<file path="src/rtl/tick_timer_pkg.sv">
package tick_timer_pkg;
   typedef enum logic [1:0] {
      TT_OFF     = 2'b00,
      TT_RESTART = 2'b01,
      TT_ONESHOT = 2'b10,
      TT_FREE    = 2'b11
   } tt_mode_e;
endpackage

</file>
<file path="src/rtl/tt_ctrl_reg.sv">
module tt_ctrl_reg
   import tick_timer_pkg::*;
#(
   parameter int CNT_W = 32,
   parameter int PER_W = 28
) (
   input  logic             clk,
   input  logic             rst_n,
   input  logic             wr_en,
   input  logic [CNT_W-1:0] wr_data,
   input  logic             set_pend,
   output tt_mode_e         mode,
   output logic             ien,
   output logic             pend,
   output logic [PER_W-1:0] period,
   output logic [CNT_W-1:0] word
);
   localparam int PAD_W = CNT_W - 4 - PER_W;

   always_ff @(posedge clk) begin
      if (!rst_n) begin
         mode   <= TT_OFF;
         ien    <= 1'b0;
         pend   <= 1'b0;
         period <= '0;
      end else if (wr_en) begin
         mode   <= tt_mode_e'(wr_data[CNT_W-1 -: 2]);
         ien    <= wr_data[CNT_W-3];
         pend   <= wr_data[CNT_W-4];
         period <= wr_data[PER_W-1:0];
      end else if (set_pend) begin
         pend   <= 1'b1;
      end
   end

   generate
      if (PAD_W == 0) begin : g_packed
         assign word = {mode, ien, pend, period};
      end else begin : g_padded
         assign word = {mode, ien, pend, {PAD_W{1'b0}}, period};
      end
   endgenerate
endmodule

</file>
<file path="src/rtl/tt_match.sv">
module tt_match #(
   parameter int CNT_W = 32,
   parameter int PER_W = 28
) (
   input  logic [CNT_W-1:0] cnt_next,
   input  logic [PER_W-1:0] period,
   output logic             hit
);
   assign hit = (cnt_next[PER_W-1:0] == period);
endmodule

</file>
<file path="src/rtl/tt_counter.sv">
module tt_counter
   import tick_timer_pkg::*;
#(
   parameter int CNT_W = 32
) (
   input  logic             clk,
   input  logic             rst_n,
   input  logic             wr_any,
   input  logic             wr_cnt,
   input  logic [CNT_W-1:0] wr_data,
   input  logic             tick,
   input  tt_mode_e         mode,
   input  logic             hit,
   output logic [CNT_W-1:0] cnt_q,
   output logic [CNT_W-1:0] cnt_next,
   output logic             halted,
   output logic             step
);
   assign cnt_next = cnt_q + 1'b1;
   assign step     = tick && (mode != TT_OFF) && !halted && !wr_any;

   always_ff @(posedge clk) begin
      if (!rst_n) begin
         cnt_q  <= '0;
         halted <= 1'b0;
      end else if (wr_any) begin
         if (wr_cnt) cnt_q <= wr_data;
         halted <= 1'b0;
      end else if (step) begin
         if (hit && mode == TT_RESTART) cnt_q <= '0;
         else                           cnt_q <= cnt_next;
         if (hit && mode == TT_ONESHOT) halted <= 1'b1;
      end
   end
endmodule

</file>
<file path="src/rtl/tick_timer.sv">
module tick_timer
   import tick_timer_pkg::*;
#(
   parameter int CNT_W = 32,
   parameter int PER_W = 28
) (
   input  logic             clk,
   input  logic             rst_n,
   input  logic             tick,
   input  logic             wr_en,
   input  logic             wr_sel,
   input  logic [CNT_W-1:0] wr_data,
   input  logic             rd_sel,
   output logic [CNT_W-1:0] rd_data,
   output logic             irq
);
   generate
      if (PER_W < 1 || PER_W > CNT_W - 4) begin : g_bad_width
         $error("tick_timer: PER_W must lie in 1..CNT_W-4");
      end
   endgenerate

   tt_mode_e         mode;
   logic             ien, pend, hit, step, halted, match_evt;
   logic [PER_W-1:0] period;
   logic [CNT_W-1:0] cnt_q, cnt_next, ctrl_word;

   assign match_evt = step && hit;

   tt_ctrl_reg #(.CNT_W(CNT_W), .PER_W(PER_W)) u_ctrl (
      .clk(clk), .rst_n(rst_n), .wr_en(wr_en && wr_sel), .wr_data(wr_data),
      .set_pend(match_evt && ien), .mode(mode), .ien(ien), .pend(pend),
      .period(period), .word(ctrl_word)
   );

   tt_match #(.CNT_W(CNT_W), .PER_W(PER_W)) u_match (
      .cnt_next(cnt_next), .period(period), .hit(hit)
   );

   tt_counter #(.CNT_W(CNT_W)) u_cnt (
      .clk(clk), .rst_n(rst_n), .wr_any(wr_en), .wr_cnt(wr_en && !wr_sel),
      .wr_data(wr_data), .tick(tick), .mode(mode), .hit(hit),
      .cnt_q(cnt_q), .cnt_next(cnt_next), .halted(halted), .step(step)
   );

   assign rd_data = rd_sel ? ctrl_word : cnt_q;
   assign irq     = pend && ien;
endmodule

</file>
<file path="config.mk">
export PLATFORM = sky130hd
export DESIGN_NAME = tick_timer
export DESIGN_NICKNAME = d
export VERILOG_FILES = /design/src/rtl/tick_timer_pkg.sv /design/src/rtl/tt_ctrl_reg.sv /design/src/rtl/tt_match.sv /design/src/rtl/tt_counter.sv /design/src/rtl/tick_timer.sv
export SDC_FILE = /design/constraint.sdc
export NUM_CORES = 1
export LEC_CHECK = 0
export ABC_AREA = 1
export BUFFER_PORTS_ARGS = -buffer_cell sky130_fd_sc_hd__buf_2
export CORE_ASPECT_RATIO = 0.5
export CORE_MARGIN = 3
export CORE_UTILIZATION = 35
export DETAILED_ROUTE_END_ITERATION = 8
export GPL_TIMING_DRIVEN = 1
export SLEW_MARGIN = 20
export SYNTH_ARGS = -nofsm -noshare
export SYNTH_HDL_FRONTEND = slang
export SYNTH_HIERARCHICAL = 1
export SYNTH_SLANG_ARGS = --single-unit
</file>
<file path="constraint.sdc">
create_clock -name clk -period 7.22 [get_ports clk]
set_clock_uncertainty 0.15 [all_clocks]
set_input_delay 0.361 -clock clk [delete_from_list [all_inputs] [get_ports clk]]
set_output_delay 0.361 -clock clk [all_outputs]
set_load 0.01 [all_outputs]
</file>
==> results.cfg <==
[timing]
fmax_mhz = 286.4
report.final.setup_viol = 0
period_needed_ns = 3.492
grt_setup_unrepaired = false
fin_crit_sh_pct = 48.37
drv_slew = 0
fin_setup_tns_ns = 0
tightest_slew_ns = 1.087
finalHoldViolations = 0
relSlewSlack_pct = 27.52
worst_slack_ns = 3.728

[drt]
via_per_inst = 4.764
antenna_left = 0
dr_total_vias = 4735
wl_per_cell_um = 14.69
drt_iter0_markers = 378
drt-pass1-iter-count = 5
drcViolationCount = 0
wirelength_um = 14610

[setup_path]
critPathArrivalTime_ns = 3.54
max_stage_delay_ns = 0.39
path_buf_inv = 2
rr_endpoint = u_cnt/cnt_q[2]$_SDFFE_PN0P_
ff2ff_path_depth = 19
worst_ep_required_time_ns = 7.27
timing.rr.start = u_cnt/cnt_q[0]$_SDFFE_PN0P_
cp_max_fo = 32
cp_top_family = simple AND/OR/NAND/NOR gates
cp-start-kind = register
critPathKind = reg -> reg
cp_common_cell = nand2_1
r2r_slack_ns = 3.73
path_cells = ha_1 > nand2_1 > nor2_4 > nand2_4 > nor2_4 > xor2_1 > inv_1 > nand2_1 > nand2_1 > nor2_1 > nand2_1 > nor2_1 > nand2_1 > nor2_2 > nand2_1 > o21ai_0 > inv_2 > a22oi_1 > a21oi_1
cp_slowest_cell = dfxtp_1
critPathCaptureType = register

[logic_synthesis]
synthCells = 802
synth_seq_cells = 65
synth.distinct_cells = 31
synth_seq_area_share_pct = 26.96
yosysWarnings = 6
synth-edff-count = 0
async_flop_share_pct = 0
synth_ff_type = dfxtp_1
syn-cell-area_um2 = 4827
synth.avg_cell_area_um2 = 6.019
synth_nets = 841

[pwr]
swShare_pct = 31.56
p_int_mw = 0.7029
power.share.clock_pct = 40.4
seqPwrFrac_pct = 40.9
power_density_nw_per_um2 = 197.5
p_sw_mw = 0.3241
combPwrFrac_pct = 18.6
max-vdd-ir-drop_mv = 0.08138
p_leak_nw = 2.474

[job]
max_cap_viol_count = 0

[grt]
grt_pass1_wl_um = 23640
overflow = 0
antenna_found_initial = 0
first_global_vias = 4495
grt_max_degree = 66
grtUsageTotal_pct = 19.65

[clocking]
cts_tree = yes
clkLatencyLatePin_ns = 0.34
cts_sinks = 65
cts_setup_buffers = 0
htreeDepth = 3
clockBufferDepth = 2
cts_resized = 0
cts_inserted_buffers = 9
cts_hold_buf = 0
cts-root-buf = clkbuf_16
clkSlewWorstSetupHoldPaths_ns = 0.06

[die]
io_pins = 71
dieArea_um2 = 15320
die_height_um = 89.04
start_util_pct = 36.95
die_x_um = 172.1
rows = 29
core-area_um2 = 13060

[layout]
nNetsFinal = 858
layout_commonest_cell = nand2_1
antenna_cells = 0
layout_common_cells = 278 x nand2_1, 113 x nor2_1, 70 x buf_2
layout-drive-gt1-share_pct = 15.41
syn_to_final_growth_pct = 7.698

[min_path]
min-delay-start = wr_data[6]
worst_hold_path.endpoint = u_ctrl/period[6]$_SDFFE_PN0P_
hold_depth = 3
worstHoldPathType = in -> reg

[outcome]
status = finished clean

[placed_design]
dp_slack_ns = 3.523
dp_hpwl_um = 10220
place.port_buffers = 70
place.gp.congestion = 0.9261
metal layers:
layer | routed length [um] | global-route usage, % | up-vias
li1 | - | - | 2474
met1 | 7825 | 28.83 | 2159
met2 | 6020 | 29.96 | 91
met3 | 655 | 4.019 | 11
met4 | 104 | 3.910 | 0
met5 | 0 | 0 | -
sequential cells by signal, summed over array words and instances, names as in the netlist:
name and flops:
u_cnt/halted 1, u_cnt/cnt_q 32, u_ctrl/mode 2, u_ctrl/period 28, u_ctrl/pend 1, u_ctrl/ien 1
tightest hold or removal path, stage by stage:
cell and delay [ns]:
buf_2 0.09, nor2_1 0.04, nor2_1 0.08
cells by family after synthesis:
kind of cell | after synthesis | share of synthesized area, %
AND/OR/NAND/NOR | 447 | 38.91
buffers and inverters | 137 | 15.66
AO/OA/AOI/OAI | 129 | 13.43
flip-flops | 65 | 26.96
XOR/XNOR | 23 | 4.795
adder cells (fa/ha/maj) | 1 | 0.2592
cell type report:
type | count | area [um^2]
Clock inverter | 5 | 30.03
Tap cell | 170 | 212.7
Timing Repair Buffer | 70 | 350.3
Fill cell | 1485 | 7864
Multi-Input combinational cell | 600 | 2770
Clock buffer | 11 | 252.7
Inverter | 73 | 281.5
Sequential cell | 65 | 1301
cells in the mapped netlist (all sizes together), types with 3 or more instances:
cell / instances / area, um^2
nand2: 296 / 1166
nor2: 128 / 576.8
inv: 73 / 281.5
dfxtp: 65 / 1301
a21oi: 64 / 320.3
o21ai: 64 / 320.3
buf: 45 / 356.6
clkbuf: 19 / 117.6
nand3: 13 / 65.06
xnor2: 12 / 105.1
xor2: 11 / 126.4
nand3b: 6 / 45.04
and2: 3 / 18.77
power by group through the flow:
stage                     combinational (mW)  clock, mW  sequential, mW
final                                  0.191      0.415           0.420
after global routing                   0.217      0.442           0.425
after CTS                              0.191      0.426           0.420
after detailed placement               0.190          0           0.428
after global placement                 0.188          0           0.427
after floorplan                        0.151          0           0.417
through the flow:
step / cell area (um^2) / util, % / cells / hold slack, ns / power [mW]
after floorplan: 4827 / - / 802 / 0.2810 / 0.5681
after global placement: 4916 / 37.63 / 978 / 0.2917 / 0.6151
after detailed placement: 4916 / 37.63 / 978 / 0.2993 / 0.6174
after CTS: 5199 / 39.80 / 994 / 0.1027 / 1.037
after global routing: 5199 / 39.80 / 994 / 0.1187 / 1.085
final: 5199 / 39.80 / 994 / 0.1125 / 1.027
worst max-delay path by stage:
stage	startpoint	end	slack (ns)	depth (start not counted)
5_1_grt	u_cnt/cnt_q[0]$_SDFFE_PN0P_	u_cnt/cnt_q[2]$_SDFFE_PN0P_	3.49	19
3_5_place_dp	u_cnt/cnt_q[0]$_SDFFE_PN0P_	u_cnt/cnt_q[2]$_SDFFE_PN0P_	3.52	19
3_3_place_gp	u_cnt/cnt_q[0]$_SDFFE_PN0P_	u_cnt/cnt_q[2]$_SDFFE_PN0P_	3.66	19
2_1_floorplan	u_cnt/cnt_q[0]$_SDFFE_PN0P_	u_cnt/cnt_q[24]$_SDFFE_PN0P_	4.56	18
4_1_cts	u_cnt/cnt_q[0]$_SDFFE_PN0P_	u_cnt/cnt_q[2]$_SDFFE_PN0P_	3.51	19
6_report	u_cnt/cnt_q[0]$_SDFFE_PN0P_	u_cnt/cnt_q[2]$_SDFFE_PN0P_	3.73	19
(Power assumes the default switching activity.)
